### config.mk
export PLATFORM = sky130hd
export DESIGN_NAME = restart_region_ctrl
export DESIGN_NICKNAME = d
export VERILOG_FILES = /design/src/rtl/rrx_pkg.sv /design/src/rtl/rrx_region_track.sv /design/src/rtl/rrx_fault_seq.sv /design/src/rtl/rrx_redirect_reg.sv /design/src/rtl/restart_region_ctrl.sv
export SDC_FILE = /design/constraint.sdc
export NUM_CORES = 1
export LEC_CHECK = 0
export BUFFER_PORTS_ARGS = -buffer_cell sky130_fd_sc_hd__clkbuf_2
export CORE_MARGIN = 2
export CORE_UTILIZATION = 35
export CTS_BUF_LIST = sky130_fd_sc_hd__clkbuf_8
export DETAILED_ROUTE_END_ITERATION = 6
export PLACE_DENSITY_LB_ADDON = 0.08
export SYNTH_ARGS = -nofsm -noshare
export SYNTH_HDL_FRONTEND = slang
export SYNTH_HIERARCHICAL = 1
export SYNTH_SLANG_ARGS = --single-unit
### constraint.sdc
create_clock -name clk -period 2.11 [get_ports clk]
set_clock_uncertainty 0.1 [all_clocks]
set_input_delay 0.422 -clock clk [delete_from_list [all_inputs] [get_ports clk]]
set_output_delay 0.422 -clock clk [all_outputs]
set_load 0.1 [all_outputs]
### src/rtl/rrx_pkg.sv
package rrx_pkg;

  typedef enum logic {
    ST_RUN  = 1'b0,
    ST_HOLD = 1'b1
  } ctl_state_e;

  localparam int SAVE_W    = 3;
  localparam int SV_SCALAR = 0;
  localparam int SV_HEAD   = 1;
  localparam int SV_VECTOR = 2;

  // Register classes to preserve when a fault is taken.
  function automatic logic [SAVE_W-1:0] save_classes(input logic in_region);
    logic [SAVE_W-1:0] m;
    m = '0;
    m[SV_SCALAR] = 1'b1;
    if (in_region) begin
      m[SV_HEAD] = 1'b1;   // region head must survive
    end else begin
      m[SV_VECTOR] = 1'b1; // precise mode keeps vector contents
    end
    return m;
  endfunction

endpackage

### src/rtl/rrx_region_track.sv
module rrx_region_track #(
  parameter int PC_W        = 32,
  parameter int INSTR_BYTES = 4
) (
  input  logic            clk,
  input  logic            rst_n,
  input  logic            accept,
  input  logic            is_begin,
  input  logic            is_end,
  input  logic [PC_W-1:0] pc,
  output logic            open_o,
  output logic [PC_W-1:0] head_o
);

  localparam logic [PC_W-1:0] STEP = PC_W'(INSTR_BYTES);

  logic            open_q, open_d;
  logic [PC_W-1:0] head_q, head_d;
  logic            head_en;

  always_comb begin
    open_d  = open_q;
    head_d  = head_q;
    head_en = 1'b0;
    if (accept) begin
      if (is_begin) begin
        open_d  = 1'b1;
        head_d  = pc + STEP;
        head_en = 1'b1;
      end else if (is_end) begin
        open_d  = 1'b0;
      end
    end
  end

  always_ff @(posedge clk or negedge rst_n) begin
    if (!rst_n) begin
      open_q <= 1'b0;
      head_q <= '0;
    end else begin
      open_q <= open_d;
      if (head_en) begin
        head_q <= head_d;
      end
    end
  end

  assign open_o = open_q;
  assign head_o = head_q;

endmodule

### src/rtl/rrx_fault_seq.sv
module rrx_fault_seq
  import rrx_pkg::*;
(
  input  logic clk,
  input  logic rst_n,
  input  logic fault_valid,
  input  logic resume,
  output logic take_o,
  output logic hold_o
);

  ctl_state_e state_q, state_d;

  always_comb begin
    state_d = state_q;
    take_o  = 1'b0;
    unique case (state_q)
      ST_RUN: begin
        if (fault_valid) begin
          take_o  = 1'b1;
          state_d = ST_HOLD;
        end
      end
      ST_HOLD: begin
        if (resume) begin
          state_d = ST_RUN;
        end
      end
      default: state_d = ST_RUN;
    endcase
  end

  always_ff @(posedge clk or negedge rst_n) begin
    if (!rst_n) begin
      state_q <= ST_RUN;
    end else begin
      state_q <= state_d;
    end
  end

  assign hold_o = (state_q == ST_HOLD);

endmodule

### src/rtl/rrx_redirect_reg.sv
module rrx_redirect_reg
  import rrx_pkg::*;
#(
  parameter int PC_W = 32
) (
  input  logic              clk,
  input  logic              rst_n,
  input  logic              take,
  input  logic              in_region,
  input  logic [PC_W-1:0]   head_pc,
  input  logic [PC_W-1:0]   fault_pc,
  output logic              flush_o,
  output logic [PC_W-1:0]   pc_o,
  output logic [SAVE_W-1:0] mask_o
);

  logic              flush_q;
  logic [PC_W-1:0]   pc_q, pc_d;
  logic [SAVE_W-1:0] mask_q, mask_d;

  always_comb begin
    pc_d   = in_region ? head_pc : fault_pc;
    mask_d = save_classes(in_region);
  end

  always_ff @(posedge clk or negedge rst_n) begin
    if (!rst_n) begin
      flush_q <= 1'b0;
      pc_q    <= '0;
      mask_q  <= '0;
    end else begin
      flush_q <= take;
      if (take) begin
        pc_q   <= pc_d;
        mask_q <= mask_d;
      end
    end
  end

  assign flush_o = flush_q;
  assign pc_o    = pc_q;
  assign mask_o  = mask_q;

endmodule

### src/rtl/restart_region_ctrl.sv
module restart_region_ctrl
  import rrx_pkg::*;
#(
  parameter int PC_W        = 32,
  parameter int INSTR_BYTES = 4
) (
  input  logic              clk,
  input  logic              rst_n,
  input  logic              ret_valid,
  input  logic [PC_W-1:0]   ret_pc,
  input  logic              ret_begin,
  input  logic              ret_end,
  input  logic              fault_valid,
  input  logic [PC_W-1:0]   fault_pc,
  input  logic              resume,
  output logic              flush_o,
  output logic [PC_W-1:0]   redirect_pc_o,
  output logic [SAVE_W-1:0] save_mask_o,
  output logic              halted_o,
  output logic              region_open_o,
  output logic [PC_W-1:0]   head_pc_o
);

  logic take;
  logic hold;
  logic accept;

  // A fault in the same cycle discards the retire; frozen state discards all.
  assign accept = ret_valid && !hold && !fault_valid;

  rrx_fault_seq u_seq (
    .clk         (clk),
    .rst_n       (rst_n),
    .fault_valid (fault_valid),
    .resume      (resume),
    .take_o      (take),
    .hold_o      (hold)
  );

  rrx_region_track #(
    .PC_W        (PC_W),
    .INSTR_BYTES (INSTR_BYTES)
  ) u_track (
    .clk      (clk),
    .rst_n    (rst_n),
    .accept   (accept),
    .is_begin (ret_begin),
    .is_end   (ret_end),
    .pc       (ret_pc),
    .open_o   (region_open_o),
    .head_o   (head_pc_o)
  );

  rrx_redirect_reg #(
    .PC_W (PC_W)
  ) u_redir (
    .clk       (clk),
    .rst_n     (rst_n),
    .take      (take),
    .in_region (region_open_o),
    .head_pc   (head_pc_o),
    .fault_pc  (fault_pc),
    .flush_o   (flush_o),
    .pc_o      (redirect_pc_o),
    .mask_o    (save_mask_o)
  );

  assign halted_o = hold;

endmodule

=== Yosys cells after proc, flatten, opt, wreduce, memory -nomap -nowiden ===
Index checks and enable logic that the tools add are counted.

* Bitwise gates (word level): 1
* Multiplexer cells: 11
* Reductions and logical operators: 7
* Add/subtract/negate cells: 1

{| class="wikitable"
|+ Operators with widths
! cell !! number
|-
| adder 32 x 3 -> 32 bit, second input constant || 1
|-
| 2-to-1 mux 32 bit || 1
|-
| 2-to-1 mux 1 bit || 9
|-
| AND reduction 3 bit || 1
|-
| logical AND 1 bit || 2
|-
| logical NOT 1 bit || 2
|-
| one-hot mux 1 bit (2 select lines) || 1
|-
| AND reduction 2 bit || 1
|-
| nonzero test 2 bit || 1
|-
| NOT 1 bit || 1
|}

* Input port bits: 71
* Flip-flop bits (word level): 70
* Output and inout bits: 70
* Logic and storage cells: 26

=== Longest topological paths before layout ===
Gate-level depths: netlist of the first run.

* Word-level depth: 5
* Mapped depth: 6
* Depth with buffers taken out: 5

=== Modules after synthesis ===
The synthesis of the first run kept the hierarchy.

{| class="wikitable"
|+ By module, submodules not included
! module !! cells an instance !! area each (µm²) !! seq. area each (µm²) !! times used
|-
| rrx_region_track || 208 || 1793.0 || 825.8 || 1
|-
| rrx_redirect_reg || 147 || 1635.3 || 900.9 || 1
|-
| rrx_fault_seq || 4 || 40.0 || 25.0 || 1
|-
| restart_region_ctrl || 1 || 12.5 || 0.0 || 1
|}

=== Least setup slack after synthesis of the first run ===
No wires, ideal clock.

* Kind: input port to flip-flop
* Start: input ret_pc[2]
* End: register u_track.head_q[30], in the netlist u_track/head_o[30]
* Arrival time: 1.968 ns
* Buffers on the path: 0
* Setup time: 0.082 ns
* Required time: 1.928 ns
* Cell stages on the path: 5
* Slack: -0.040 ns
* Cells stage by stage: ha_1 nand3_2 or4_4 or4_1 a31oi_1

* Word-level cells in the longest chain between the ends: 1

{| class="wikitable"
|+ Ends and longest elaborated chain
! what !! RTL line !! text
|-
| start, declared || restart_region_ctrl.sv:10 || <nowiki>input logic [PC_W-1:0] ret_pc,</nowiki>
|-
| adder 32 x 3 -> 32 bit || rrx_region_track.sv:28 || <nowiki>head_d = pc + STEP;</nowiki>
|-
| end signal, assigned || rrx_region_track.sv:39 || <nowiki>head_q <= '0;</nowiki>
|-
| end signal, assigned || rrx_region_track.sv:43 || <nowiki>head_q <= head_d;</nowiki>
|-
| end, declared || rrx_region_track.sv:18 || <nowiki>logic [PC_W-1:0] head_q, head_d;</nowiki>
|}

No other way between the ends.
A chain may end at the register's enable or synchronous reset.

=== Worst setup path in the final report of the first run ===
* Start: input ret_pc[12]
* End: register u_track.head_q[31], in the netlist u_track/head_o[31]

Same word-level chain as after synthesis.

==> metrics.yaml, run 1 <==
sta:
  setup-tns-final_ns: 0
  maxSlewViolCount: 0
  rsz0062_at_grt: "no"
  period_needed_ns: 1.90
  finalHoldViolCount: 0
  setup_violations: 0
  hold_slack_ns: 0.158
  relSlewSlack_pct: 62.2
  worstMarginPinSlew_ns: 0.570
  max_freq_ghz: 0.527
  finalCritPeriodShare_pct: 90.0
clock_tree:
  path_clk_slew_ns: 0.07
  cts_hold_buf: 1
  cts_tree: "done"
  cts_htree_levels: 3
  cts_root_buffer: "clkbuf_8"
  cts_resized: 0
  post_cts_buffers: 0
  cts.sinks: 70
  numCtsBuffers: 9
  insertion_delay_ns: 0.34
  clk_path_buf_depth: 2
yosys:
  synthMuxAreaShare_pct: 9.81
  synth_compound_area_share_pct: 12.4
  synth_top_family_by_area: "simple AND/OR/NAND/NOR gates"
  synth_top_area_cell: "dfrtp_1"
  yosysMostFrequentCell: "dfrtp_1"
  synth_cells: 360
  ys_async_sr_fraction_pct: 100
  synth_seq_area_share_pct: 50.3
  synth_edf_count: 0
  synth_commonest_cells: "dfrtp_1, nor2_1, nand2_1"
  ys_types: 36
  ys.flop_type: "dfrtp_1"
  ys_seq_elements: 70
  ys_top_cells_by_area: "dfrtp_1, mux2i_1, nor2_1, a21oi_1, nand2_1"
  netlist_area_sq_mm: 0.00348
  netlist.area_leader.share_pct: 50.3
  synth_xor_area_share_pct: 3.02
  syn_area_per_cell_sq_um: 9.67
  yosysWarnings: 6
  synthAdderAreaFrac_pct: 0.359
  synth_simple_gate_area_share_pct: 19.7
  syn_nets: 432
place:
  gp_congestion: 0.798
  placed_cells: 648
  hpwl_mm: 7.84
  port_buffers: 140
detailed_routing:
  totalWireLength_mm: 9.97
  first_pass_iters: 4
  drc: 0
  routed_via_density: 4.83
  dr_total_vias: 3209
  drtAntennaViolNets: 0
  dr.first_iter.drc_count: 120
  wl_per_cell_um: 15.0
critical_path:
  cpMostUsedCell: "or4_1"
  start_kind: "primary input"
  cp-end-kind: "register"
  crit_slowest_cell: "or4_1"
  path_cells: "clkbuf_2 -> nand4_1 -> or4_1 -> buf_4 -> or4_1 -> a31oi_1"
  crit_type: "primary input to register"
  crit_required_ns: 2.27
  cpLargestDelayFamily: "simple AND/OR/NAND/NOR gates"
  crit_path_max_fanout: 15
  crit_arrival_ns: 2.06
  max_stage_delay_ns: 0.54
  critPathBufInv: 2
pwr:
  power_w: 0.00766
  power_per_cell_area_mw_per_mm2: 1620
  ir_worst_vdd_mv: 0.703
  leakage_nw: 2.27
finish:
  nNetsFinal: 599
  fin_cells: 665
  fin_util_pct: 48.5
  multiInputGateArea_sq_mm: 0.00159
  layout-drive-gt1-share_pct: 36.8
  seq_area_sq_mm: 0.00175
  fillers: 995
  areaGrowthSynthToFinish_pct: 35.7
  insertedDiodeCount: 0
outcome:
  status: "finished clean"
floorplanning:
  die_w_um: 104
  rows: 36
  pin_count: 141
  start_util_pct: 35.8
  core_region_area_sq_mm: 0.00973
  die_h_um: 104
  die-area_sq_mm: 0.0108
global_routing:
  grt_usage_pct: 19.2
  antenna_found_initial: 0
  grt_pass1_vias: 3080
  grt_pass1_wl_mm: 16.3
  grt_overflow: 0
  grt_max_degree: 39
min_path:
  hold_path.class: "primary input to register"
job:
  cap_violations: 0
==> power breakdown <==
group          switching [W]  internal (W)  total, W
clock               0.000469      0.000473  0.000942
combinational        0.00386      0.000742   0.00460
sequential          0.000355       0.00177   0.00212
==> sequential cells by signal, indices dropped and copies added (netlist names) <==
| signal | cells |
|---|---|
| u_redir/flush_o | 1 |
| u_redir/mask_o | 3 |
| u_redir/pc_o | 32 |
| u_seq/hold_o | 1 |
| u_track/head_o | 32 |
| u_track/open_o | 1 |
==> logic make-up after synthesis <==
logic type               after synthesis
AND/OR/NAND/NOR                      142
AO/OA/AOI/OAI                         77
flip-flops                            70
multiplexers                          34
buffers and inverters                 24
XOR/XNOR                              12
adder cells (fa/ha/maj)                1
==> per-stage QoR <==
stage,worst slack (ns),cell area [sq um]
6_report,0.211,4720
5_1_grt,0.157,4720
4_1_cts,0.244,4720
3_5_place_dp,-0.121,4540
3_3_place_gp,-0.108,4540
2_1_floorplan,0.00146,3480
==> layout by cell type, fill, tap and decap left out, types with 3 or more instances in the layout <==
master	Yosys	final
and3_1	3	3
inv_1	3	7
mux2i_1	33	33
o31ai_1	10	10
buf_12	3	4
nor2_1	50	50
or3_1	6	6
o21ai_0	12	12
clkbuf_8	0	11
buf_4	0	34
o21ai_1	6	6
clkbuf_2	0	138
or4_1	12	12
a21oi_1	33	33
a31oi_1	15	15
nand2_1	40	40
xnor2_1	8	8
dfrtp_1	70	69
nor4_1	3	3
xor2_1	4	4
nand3_1	9	9
nand4_1	7	7
==> layout make-up <==
cell class                      instances  share of cell area (%)
Clock buffer                           11                    3.21
Clock inverter                          5                   0.424
Inverter                                3                   0.238
Multi-Input combinational cell        266                    33.6
Sequential cell                        70                    37.1
Tap cell                              133                    3.52
Timing Repair Buffer                  177                    21.9
==> path summary, 6_finish.rpt <==
| kind | start | endpoint | slack (ns) | depth (start not counted) |
|---|---|---|---|---|
| min in group asynchronous | rst_n | u_redir/mask_o[0] | 0.49 | 2 |
| max reg2reg | u_seq/hold_o | u_track/head_o[21] | 0.44 | 5 |
| max | ret_pc[12] | u_track/head_o[31] | 0.21 | 6 |
| max in group asynchronous | rst_n | u_track/head_o[13] | 0.85 | 3 |
| min reg2reg | u_redir/mask_o[0] | u_redir/mask_o[0] | 0.39 | 1 |
| min | resume | u_seq/hold_o | 0.16 | 2 |
==> per-layer routing <==
layer  GRT usage [%]  vias to the layer above  wire length (um)
li1                -                     1625                 -
met1            28.2                     1484              4980
met2            28.5                       93              4410
met3            3.27                        7               476
met4            7.24                        0               113
met5               0                        -                 0
Note: power is estimated with default switching activity, not from simulation.
==> run 2: changes to the inputs <==
- CORE_UTILIZATION: 35 -> 25
==> metrics.yaml, run 2 (same netlist as run 1, synthesis figures left out) <==
clock_tree:
  cts_tree: "done"
  insertion_delay_ns: 0.34
  cts_root_buffer: "clkbuf_8"
  path_clk_slew_ns: 0.07
  post_cts_buffers: 0
  cts_htree_levels: 3
  numCtsBuffers: 9
  clk_path_buf_depth: 2
  cts.sinks: 70
min_path:
  hold_path.class: "primary input to register"
  hold_start: "resume"
global_routing:
  grt_usage_pct: 14.6
  grt_overflow: 0
  grt_max_degree: 71
  antenna_found_initial: 0
  grt_pass1_vias: 3012
  grt_pass1_wl_mm: 16.6
finish:
  fin_util_pct: 34.6
  insertedDiodeCount: 0
  layout_common_cells: "clkbuf_2, dfrtp_1, nor2_1"
  nNetsFinal: 598
  areaGrowthSynthToFinish_pct: 36.5
  layout-drive-gt1-share_pct: 36.4
  seq_area_sq_mm: 0.00175
  multiInputGateArea_sq_mm: 0.00159
  final_common_cell: "clkbuf_2"
  fillers: 1478
pwr:
  seqPwrFrac_pct: 28.3
  pwr-share-comb_pct: 60.7
  power_w: 0.00757
  p_int_w: 0.00290
  sw_frac_of_total_pct: 61.7
  ir_worst_vdd_mv: 0.487
  power_per_cell_area_mw_per_mm2: 1590
  p_clk_share_pct: 11.0
  leakage_nw: 2.25
  power.net_switching_w: 0.00467
detailed_routing:
  wl_per_cell_um: 15.2
  drc: 0
  routed_via_density: 4.39
  m1WireLength_mm: 5.30
  dr_total_vias: 3104
  totalWireLength_mm: 10.8
  first_pass_iters: 4
  wl_met3_um: 526
  drtAntennaViolNets: 0
  top_layer: "met4"
  dr.first_iter.drc_count: 221
  wl_met2_mm: 4.73
critical_path:
  crit_path_max_fanout: 16
  reg2reg_from: "u_seq/hold_o"
  crit_arrival_ns: 2.04
  crit_start: "ret_pc[12]"
  start_kind: "primary input"
  crit_type: "primary input to register"
  cp-end-kind: "register"
  crit_required_ns: 2.27
sta:
  relSlewSlack_pct: 61.2
  maxSlewViolCount: 0
  finalHoldViolCount: 0
  worstMarginPinSlew_ns: 0.585
  setup_violations: 0
  finalCritPeriodShare_pct: 89.3
  max_freq_ghz: 0.531
  rsz0062_at_grt: "no"
  period_needed_ns: 1.88
floorplanning:
  pin_count: 141
  start_util_pct: 25.4
  rows: 43
  die-area_sq_mm: 0.0149
  die_w_um: 122
  core_region_area_sq_mm: 0.0137
  die_h_um: 122
place:
  gp_congestion: 0.837
  hpwl_mm: 8.44
  port_buffers: 140
job:
  cap_violations: 0
outcome:
  status: "finished clean"
==> run 2: per-layer routing <==
| metal | global-route usage [%] | up-vias |
|---|---|---|
| met4 | 6.32 | 0 |
| met3 | 1.78 | 12 |
| met2 | 21.8 | 87 |
| li1 | - | 1611 |
| met1 | 21.2 | 1394 |
| met5 | 0 | - |
==> run 2: power by group through the flow <==
stage	Sequential, W	Combinational [W]	Clock, W
3_5_place_dp	0.00218	0.00462	0
6_report	0.00215	0.00460	0.000833
3_3_place_gp	0.00217	0.00461	0
2_1_floorplan	0.00517	0.000752	0
5_1_grt	0.00222	0.00478	0.000945
4_1_cts	0.00216	0.00463	0.000887
==> run 2: what timing repair did <==
action                    CTS  global route
hold buffers                1             0
resized for setup           0             0
hold endpoints to repair   39             0
==> run 2: cell type report <==
class                      instances  share of cell area, %
sequential                        70                   36.9
tap                              180                   4.74
clock buffer                       9                   2.61
clock inverter                     3                  0.237
inverter                           3                  0.237
multi-input combinational        266                   33.4
timing repair buffer             176                   21.9
==> run 2: worst paths after layout <==
path / end / slack (ns) / cells after the start
worst min-delay path: u_seq/hold_o / 0.16 / 2
min in group asynchronous: u_redir/pc_o[3] / 0.51 / 3
worst min register to register: u_redir/mask_o[0] / 0.38 / 1
worst max-delay path: u_track/head_o[31] / 0.23 / 6
worst max register to register: u_track/head_o[25] / 0.34 / 5
max in group asynchronous: u_track/open_o / 1.03 / 3
==> run 2: worst max-delay path: stages <==
cell      delay (ns)
clkbuf_2        0.10
nand4_1         0.13
or4_1           0.54
buf_4           0.20
or4_1           0.50
a31oi_1         0.16
==> run 2: stage by stage <==
step	cell area (sq um)	setup TNS [ns]	hold WS, ns	instances	setup slack [ns]
CTS	4750	0	0.133	707	0.229
floorplan	3480	0	0.0264	360	0.00146
finish	4750	0	0.158	707	0.226
global placement	4610	-0.759	0.352	694	-0.133
global route	4750	0	0.154	707	0.126
detailed placement	4610	-0.933	0.369	694	-0.141
